`config.mk`:
```
export PLATFORM = sky130hd
export DESIGN_NAME = nbvn_update
export DESIGN_NICKNAME = d
export VERILOG_FILES = /design/src/rtl/nbvn_update.sv
export SDC_FILE = /design/constraint.sdc
export NUM_CORES = 2
export LEC_CHECK = 0
export ABC_AREA = 1
export BUFFER_PORTS_ARGS = -buffer_cell sky130_fd_sc_hd__buf_2
export CORE_ASPECT_RATIO = 0.8
export CORE_MARGIN = 1.5
export CORE_UTILIZATION = 26
export DETAILED_ROUTE_END_ITERATION = 12
export HOLD_SLACK_MARGIN = 0.05
export PLACE_DENSITY = 0.47
export SLEW_MARGIN = 0
export SYNTH_ARGS = -nofsm -noshare
export SYNTH_HDL_FRONTEND = slang
export SYNTH_SLANG_ARGS = --single-unit
```
`constraint.sdc`:
```
create_clock -name clk -period 21.4 [get_ports clk]
set_input_delay 2.14 -clock clk [delete_from_list [all_inputs] [get_ports clk]]
set_output_delay 2.14 -clock clk [all_outputs]
set_load 0.01 [all_outputs]
```
`src/rtl/nbvn_update.sv`:
```
module nbvn_update #(
  parameter int Q        = 8,
  parameter int DV       = 3,
  parameter int W        = 8,
  parameter int MAX_ITER = 10
) (
  input  logic                  clk,
  input  logic                  rst_n,
  input  logic                  start,
  input  logic                  init_mode,
  input  logic                  syndrome_ok,
  input  logic                  load_valid,
  input  logic [W-1:0]          load_data,
  output logic                  done,
  output logic                  stop,
  output logic [$clog2(Q)-1:0]  dec_sym,
  output logic [Q*W-1:0]        post_out,
  output logic [DV*Q*W-1:0]     msg_out
);

  localparam int SB    = $clog2(Q);
  localparam int SW    = W + $clog2(DV + 2);
  localparam int TOT   = Q + DV * Q;
  localparam int CW    = $clog2(TOT + 1);
  localparam int IW    = $clog2(MAX_ITER + 1);

  logic [W-1:0]  pri [Q];
  logic [W-1:0]  rin [DV*Q];
  logic          loading, calc, init_q, syn_q;
  logic [CW-1:0] cnt;
  logic [IW-1:0] iter;

  wire last_beat = init_q ? (cnt == CW'(Q - 1)) : (cnt == CW'(TOT - 1));
  wire accept    = loading && load_valid && !start;

  function automatic logic [W-1:0] sat(input logic [SW-1:0] v);
    return (|v[SW-1:W]) ? {W{1'b1}} : v[W-1:0];
  endfunction

  always_ff @(posedge clk) begin
    if (!rst_n) begin
      loading <= 1'b0;
      calc    <= 1'b0;
      init_q  <= 1'b0;
      syn_q   <= 1'b0;
      cnt     <= '0;
      for (int i = 0; i < Q; i++) pri[i] <= '0;
      for (int i = 0; i < DV*Q; i++) rin[i] <= '0;
    end else begin
      calc <= accept && last_beat;
      if (start) begin
        loading <= 1'b1;
        cnt     <= '0;
        init_q  <= init_mode;
        syn_q   <= syndrome_ok;
        if (init_mode)
          for (int i = 0; i < DV*Q; i++) rin[i] <= '0;
      end else if (accept) begin
        for (int i = 0; i < Q; i++)
          if (cnt == CW'(i)) pri[i] <= load_data;
        for (int i = 0; i < DV*Q; i++)
          if (cnt == CW'(Q + i)) rin[i] <= load_data;
        cnt <= cnt + 1'b1;
        if (last_beat) loading <= 1'b0;
      end
    end
  end

  logic [SW-1:0] tot   [Q];
  logic [W-1:0]  post_c[Q];
  logic [W-1:0]  ext_c [DV][Q];
  logic [W-1:0]  mn    [DV];
  logic [SB-1:0] dec_c;

  always_comb begin
    for (int a = 0; a < Q; a++) begin
      tot[a] = SW'(pri[a]);
      for (int e = 0; e < DV; e++) tot[a] = tot[a] + SW'(rin[e*Q+a]);
      post_c[a] = sat(tot[a]);
    end
    for (int e = 0; e < DV; e++) begin
      mn[e] = {W{1'b1}};
      for (int a = 0; a < Q; a++) begin
        ext_c[e][a] = sat(tot[a] - SW'(rin[e*Q+a]));
        if (ext_c[e][a] < mn[e]) mn[e] = ext_c[e][a];
      end
    end
    dec_c = '0;
    for (int a = 0; a < Q; a++)
      if (post_c[a] < post_c[dec_c]) dec_c = SB'(a);
  end

  wire [IW-1:0] iter_n = init_q ? '0 : ((iter < IW'(MAX_ITER)) ? iter + 1'b1 : iter);

  always_ff @(posedge clk) begin
    if (!rst_n) begin
      done     <= 1'b0;
      stop     <= 1'b0;
      dec_sym  <= '0;
      post_out <= '0;
      msg_out  <= '0;
      iter     <= '0;
    end else begin
      done <= calc;
      if (calc) begin
        iter    <= iter_n;
        stop    <= syn_q || (iter_n >= IW'(MAX_ITER));
        dec_sym <= dec_c;
        for (int a = 0; a < Q; a++) post_out[a*W +: W] <= post_c[a];
        for (int e = 0; e < DV; e++)
          for (int a = 0; a < Q; a++)
            msg_out[(e*Q+a)*W +: W] <= ext_c[e][a] - mn[e];
      end
    end
  end

  logic zero_ok, dec_ok;
  always_comb begin
    zero_ok = 1'b1;
    for (int e = 0; e < DV; e++) begin
      logic z;
      z = 1'b0;
      for (int a = 0; a < Q; a++)
        if (msg_out[(e*Q+a)*W +: W] == '0) z = 1'b1;
      zero_ok = zero_ok & z;
    end
    dec_ok = 1'b1;
    for (int a = 0; a < Q; a++) begin
      if (SB'(a) < dec_sym && !(post_out[a*W +: W] > post_out[dec_sym*W +: W])) dec_ok = 1'b0;
      if (post_out[a*W +: W] < post_out[dec_sym*W +: W]) dec_ok = 1'b0;
    end
  end

  AST_DONE_PULSE: assert property (@(posedge clk) disable iff (!rst_n) done |=> !done);
  AST_ZERO_IN_MSG: assert property (@(posedge clk) disable iff (!rst_n) done |-> zero_ok);
  AST_DEC_ARGMIN: assert property (@(posedge clk) disable iff (!rst_n) done |-> dec_ok);
  AST_ITER_CAP: assert property (@(posedge clk) disable iff (!rst_n) iter <= IW'(MAX_ITER));
  AST_LIMIT_STOP: assert property (@(posedge clk) disable iff (!rst_n) (done && iter == IW'(MAX_ITER)) |-> stop);
  AST_IDLE_HOLD: assert property (@(posedge clk) disable iff (!rst_n) !$past(calc) |-> $stable(post_out));

endmodule

```
Word level (Yosys, flattened, before mapping) --
Memories as Yosys holds them, arrays and structs flattened. Cells that the tools add are included.
Storage, ports and cells: register bits 275, bits in latches 0, RAM bits 256, memory bits (read-only) 0, bits of input ports 14, output and inout port bits 261, word-level logic and storage cells 570, memories 2
Operators by class: $add $sub $neg 74, multipliers 0, divide/modulo/power cells 0, $lt $le $gt $ge 39, equality and inequality tests 31, shift operators 0, multiplexer cells 308, bitwise logic cells 63, reductions and logical operators 42
Memories:
- rin | words 24, width 8, rd ports 24, clocked after memory_dff 0, write ports 24, RTL line 28 | logic [W-1:0] rin [DV*Q];
- pri | words 8, width 8, rd ports 8, clocked after memory_dff 0, write ports 8, RTL line 27 | logic [W-1:0] pri [Q];
Operator list (count):
- 8-bit two-way mux | 124
- 11-bit by 8-bit subtractor with 11-bit output | 24
- 8-bit < comparator | 28
- 8-bit subtractor | 24
- 1-bit two-way mux | 170
- 8-bit binary-select mux with 3-bit select | 6
- 6-bit by 5-bit == test with 1-bit output (second input constant) | 16
- 3-bit OR reduction | 32
- 10-bit by 8-bit adder with 11-bit output | 8
- 9-bit by 8-bit adder with 10-bit output | 8
- 8-bit by 8-bit adder with 9-bit output | 8
- 1-bit OR | 56
- 6-bit by 4-bit == test with 1-bit output (second input constant) | 8
- 4-bit greater-or-equal comparator (second input constant) | 7
- 6-bit by 3-bit == test with 1-bit output (second input constant) | 4
- 8-bit < comparator (second input constant) | 3
- 3-bit NOT with 4-bit output | 6
- 3-bit two-way mux | 6
- 6-bit by 2-bit == test with 1-bit output (second input constant) | 2
- 4-bit two-way mux | 2
- 6-bit by 1-bit adder with 6-bit output (second input constant) | 1
- 6-bit by 1-bit == test with 1-bit output (second input constant) | 1
- 6-bit zero test | 1
- 4-bit by 1-bit adder with 4-bit output (second input constant) | 1
- 8 further kinds | 11

Longest topological paths before layout --
An unclocked memory read counts as a cell.
word-level depth 44, depth in mapped cells 111, mapped depth without buffers 104

Worst setup path after synthesis --
OpenSTA, ideal clock, no wires.
kind register to register, start point mem rin[17][1], in the netlist rin[2][9], end point reg msg_out[6], setup time 0.117 ns, data arrival time 15.850 ns, required time 21.283 ns, slack 5.433 ns, cell stages (with the launch flop) 78, buffers on the path 8, period minus slack after synthesis 15.967 ns, cells stage by stage edfxtp_1 > fa_1 > fa_1 > ha_1 > fa_1 > nand3_1 > nand2_1 > a21oi_1 > xnor2_1 > ha_1 > nand2_1 > inv_1 > nand2_1 > nand2_1 > a21oi_1 > nand3_1 > nand2_1 > nand3_1 > (+42 left out) > o21ai_0 > ha_1 > a21oi_1 > nor2_1 > a211oi_1 > nand2_1 > buf_6 > buf_2 > o21ai_0 > ha_1 > inv_1 > fa_1 > a31oi_1 > nor2_1 > o21ai_0 > a21oi_1 > o221ai_1 > inv_1
RTL lines:
- start, declared | RTL line 28
- end signal, assigned by index | RTL line 112 | msg_out[(e*Q+a)*W +: W] <= ext_c[e][a] - mn[e];
- end, declared | RTL line 18 | output logic [DV*Q*W-1:0] msg_out

==> flow_summary.toml <==
[outcome]
status = "finished clean"

[die]
fp.dieArea_um2 = 199000
die_w_um = 498
boundaryPins = 275
rows = 145
die_h_um = 399
start_util_pct = 26.1
core_um2 = 195000

[sta]
fin_worst_skew_ps = 25.2
setup_tns_ps = 0
hold_violations = 0
drv_slew = 0
rsz0062_at_grt = "no"
slew_headroom_pct = 13.9
setup_violations = 0
worst_pin_slew_ps = 1280
fin_crit_sh_pct = 89.8
max_freq_mhz = 52.1
finalCriticalPeriod_ps = 19210

[detailed_routing]
via_per_inst = 4.89
wl_per_cell_um = 21.1
vias = 49900
wl_um = 215000
drc_errors = 0
dr.pass1.iters = 7
ant_nets = 0
drt_iter0_drc = 4862

[synth]
synthTopCellsByArea = "edfxtp_1 15%, ha_1 14%, nand2_1 12%, dfxtp_1 11%, inv_1 8.9%"
syn-instance-count = 7321
synth_nets = 8048
synth.yosys.seq_area_share_pct = 25.9
synth.largest_area_cell = "edfxtp_1"
avgSynthCellArea_um2 = 6.96
ys_types = 56
synth_async_sr_flop_share_pct = 0
mappedNetlistArea_um2 = 51000
yosysWarnings = 0
synth_edf_count = 256
synth_top_area_share_pct = 15.1
ys_ff_latch = 531
synth_ff_type = "dfxtp_1"

[global_route]
grt_usage_pct = 21.2
antenna_found_initial = 19
grt_pass1_wl_um = 313000
grt_overflow = 0
grt_max_degree = 154
grt_pass1_vias = 46100

[worst_setup_path]
crit_buf_inv = 4
slowest_stage = "o21ai_0"
critPathArrivalTime_ps = 19800
end_kind = "register"
required_ps = 21990
start_kind = "register"
crit_fanout = 20
path_class = "register to register"
cpPeakStageDelay_ps = 770
crit_family = "compound AO/OA/AOI/OAI gates"
reg2reg_slack_ps = 2190

[placed_design]
globalplace.congestion = 0.956
dpl.hpwl_um = 174000
port-buffer-count = 274

[clock_network]
htreeDepth = 2
cts_resized = 0
worstSkewPairLatency_ps = 710
numCtsBuffers = 61
root_buffer = "clkbuf_16"
postCtsHoldBufs = 0
numClockSinks = 531
cts_tree = "yes"
clock_path_buffers = 3
cts.clk_slew.worst_paths_ps = 70
cts_setup_buffers = 0

[finish]
final_nets = 8301
num-fill-cells = 21500
seqCellArea_um2 = 13200
multi_input_area_um2 = 32500
drive_gt1_share_pct = 8.49
area_growth_pct = 12.7

[run]
cap_violations = 0

[min_path]
hold_path_class = "register to register"
cell usage after synthesis (15+ instances only):
library cell and count:
o21ai_0 351, nor2_1 899, or2_2 39, o21bai_1 50, a31oi_1 26, nand4_1 75
nand2b_1 18, fa_1 155, o211ai_1 78, ha_1 558, o21ai_1 41, nand3_2 19
nand2_1 1607, nand2_4 19, xor2_1 123, xnor2_1 76, dfxtp_1 275, inv_1 1202
nand3_1 584, nor3_1 34, clkbuf_1 106, buf_2 17, edfxtp_1 256, a21oi_1 445
and2_1 15, a211oi_1 31, nand2_2 83
state kept, by name, summed over array words and instances, names as in the netlist, 3 cells and up:
| name | cells |
|---|---|
| post_out | 64 |
| pri | 64 |
| iter | 4 |
| dec_sym | 3 |
| rin | 192 |
| cnt | 6 |
| msg_out | 192 |
stage by stage:
stage	util [%]	cells	worst slack (ps)	hold WS, ps	area [um2]
6_report	29.5	10200	2190	475	57400
5_1_grt	29.4	10200	606	499	57400
4_1_cts	29.4	10200	2420	482	57400
3_5_place_dp	28.4	10100	2490	465	55400
3_3_place_gp	28.4	10100	2930	456	55400
2_1_floorplan	-	7321	5430	447	51000
logic make-up after synthesis:
| group | after synthesis | share of synthesized area, % |
|---|---|---|
| xor gates and xnor gates | 200 | 3.45 |
| AOI/OAI and AO/OA | 1092 | 12.0 |
| buffers and inverters | 1369 | 10.3 |
| DFF | 531 | 25.9 |
| adders and majority gates | 713 | 19.8 |
| and+or+nand+nor | 3416 | 28.5 |
area by class of cell:
| type | instances | area share, % |
|---|---|---|
| diodes | 4 | 0.0174 |
| clock buffers | 82 | 3.06 |
| clock inverters | 28 | 0.416 |
| inverters | 1216 | 7.95 |
| multi-input cells | 5421 | 56.7 |
| flip-flops and latches | 531 | 23.0 |
| well taps | 2572 | 5.60 |
| repair buffers | 343 | 3.33 |
cell usage in the layout (no fill, tap or decap), types with 11 or more instances in the layout:
cell type,Yosys,final
buf_2,17,273
clkinv_2,0,13
a211oi_1,31,31
nand3b_1,13,13
nand2_2,83,84
nor3_1,34,32
a21boi_1,11,11
xor2_1,123,123
ha_1,558,558
nand4_1,75,75
fa_1,155,155
buf_4,8,68
nand2_4,19,19
and2_1,15,15
nand2b_1,18,18
o21bai_1,50,50
clkbuf_16,0,64
o211ai_1,78,78
nand3_2,19,19
xnor2_1,76,76
nor2_1,899,898
a21oi_1,445,444
inv_2,8,13
o21ai_0,351,346
dfxtp_1,275,274
inv_1,1202,1194
a31oi_1,26,26
nand3_1,584,584
nand2_1,1607,1606
o21ai_1,41,46
a21o_1,11,11
edfxtp_1,256,256
or2_2,39,39
final timing paths:
| kind | cells after the start | startpoint | endpoint |
|---|---|---|---|
| max | 71 | rin[2][9] | msg_out[6] |
| min | 2 | stop | stop |
| max reg2reg | 71 | rin[2][9] | msg_out[6] |
| min reg2reg | 2 | stop | stop |
worst min-delay path, cell delays in order, from the launching register on:
cell     delay (ps)
dfxtp_1         320
nand2_1          60
a21oi_1          50
layer usage:
metal	track usage, %	up-vias	routed length [um]
met5	0	-	108
met4	4.62	16	4830
met3	4.10	216	18200
met2	30.4	1774	85100
met1	32.0	23600	107000
li1	-	24200	-
Power is left out: the tool's default activity adds up to more than one toggle a clock period on the data nets, which glitch-free logic cannot reach.
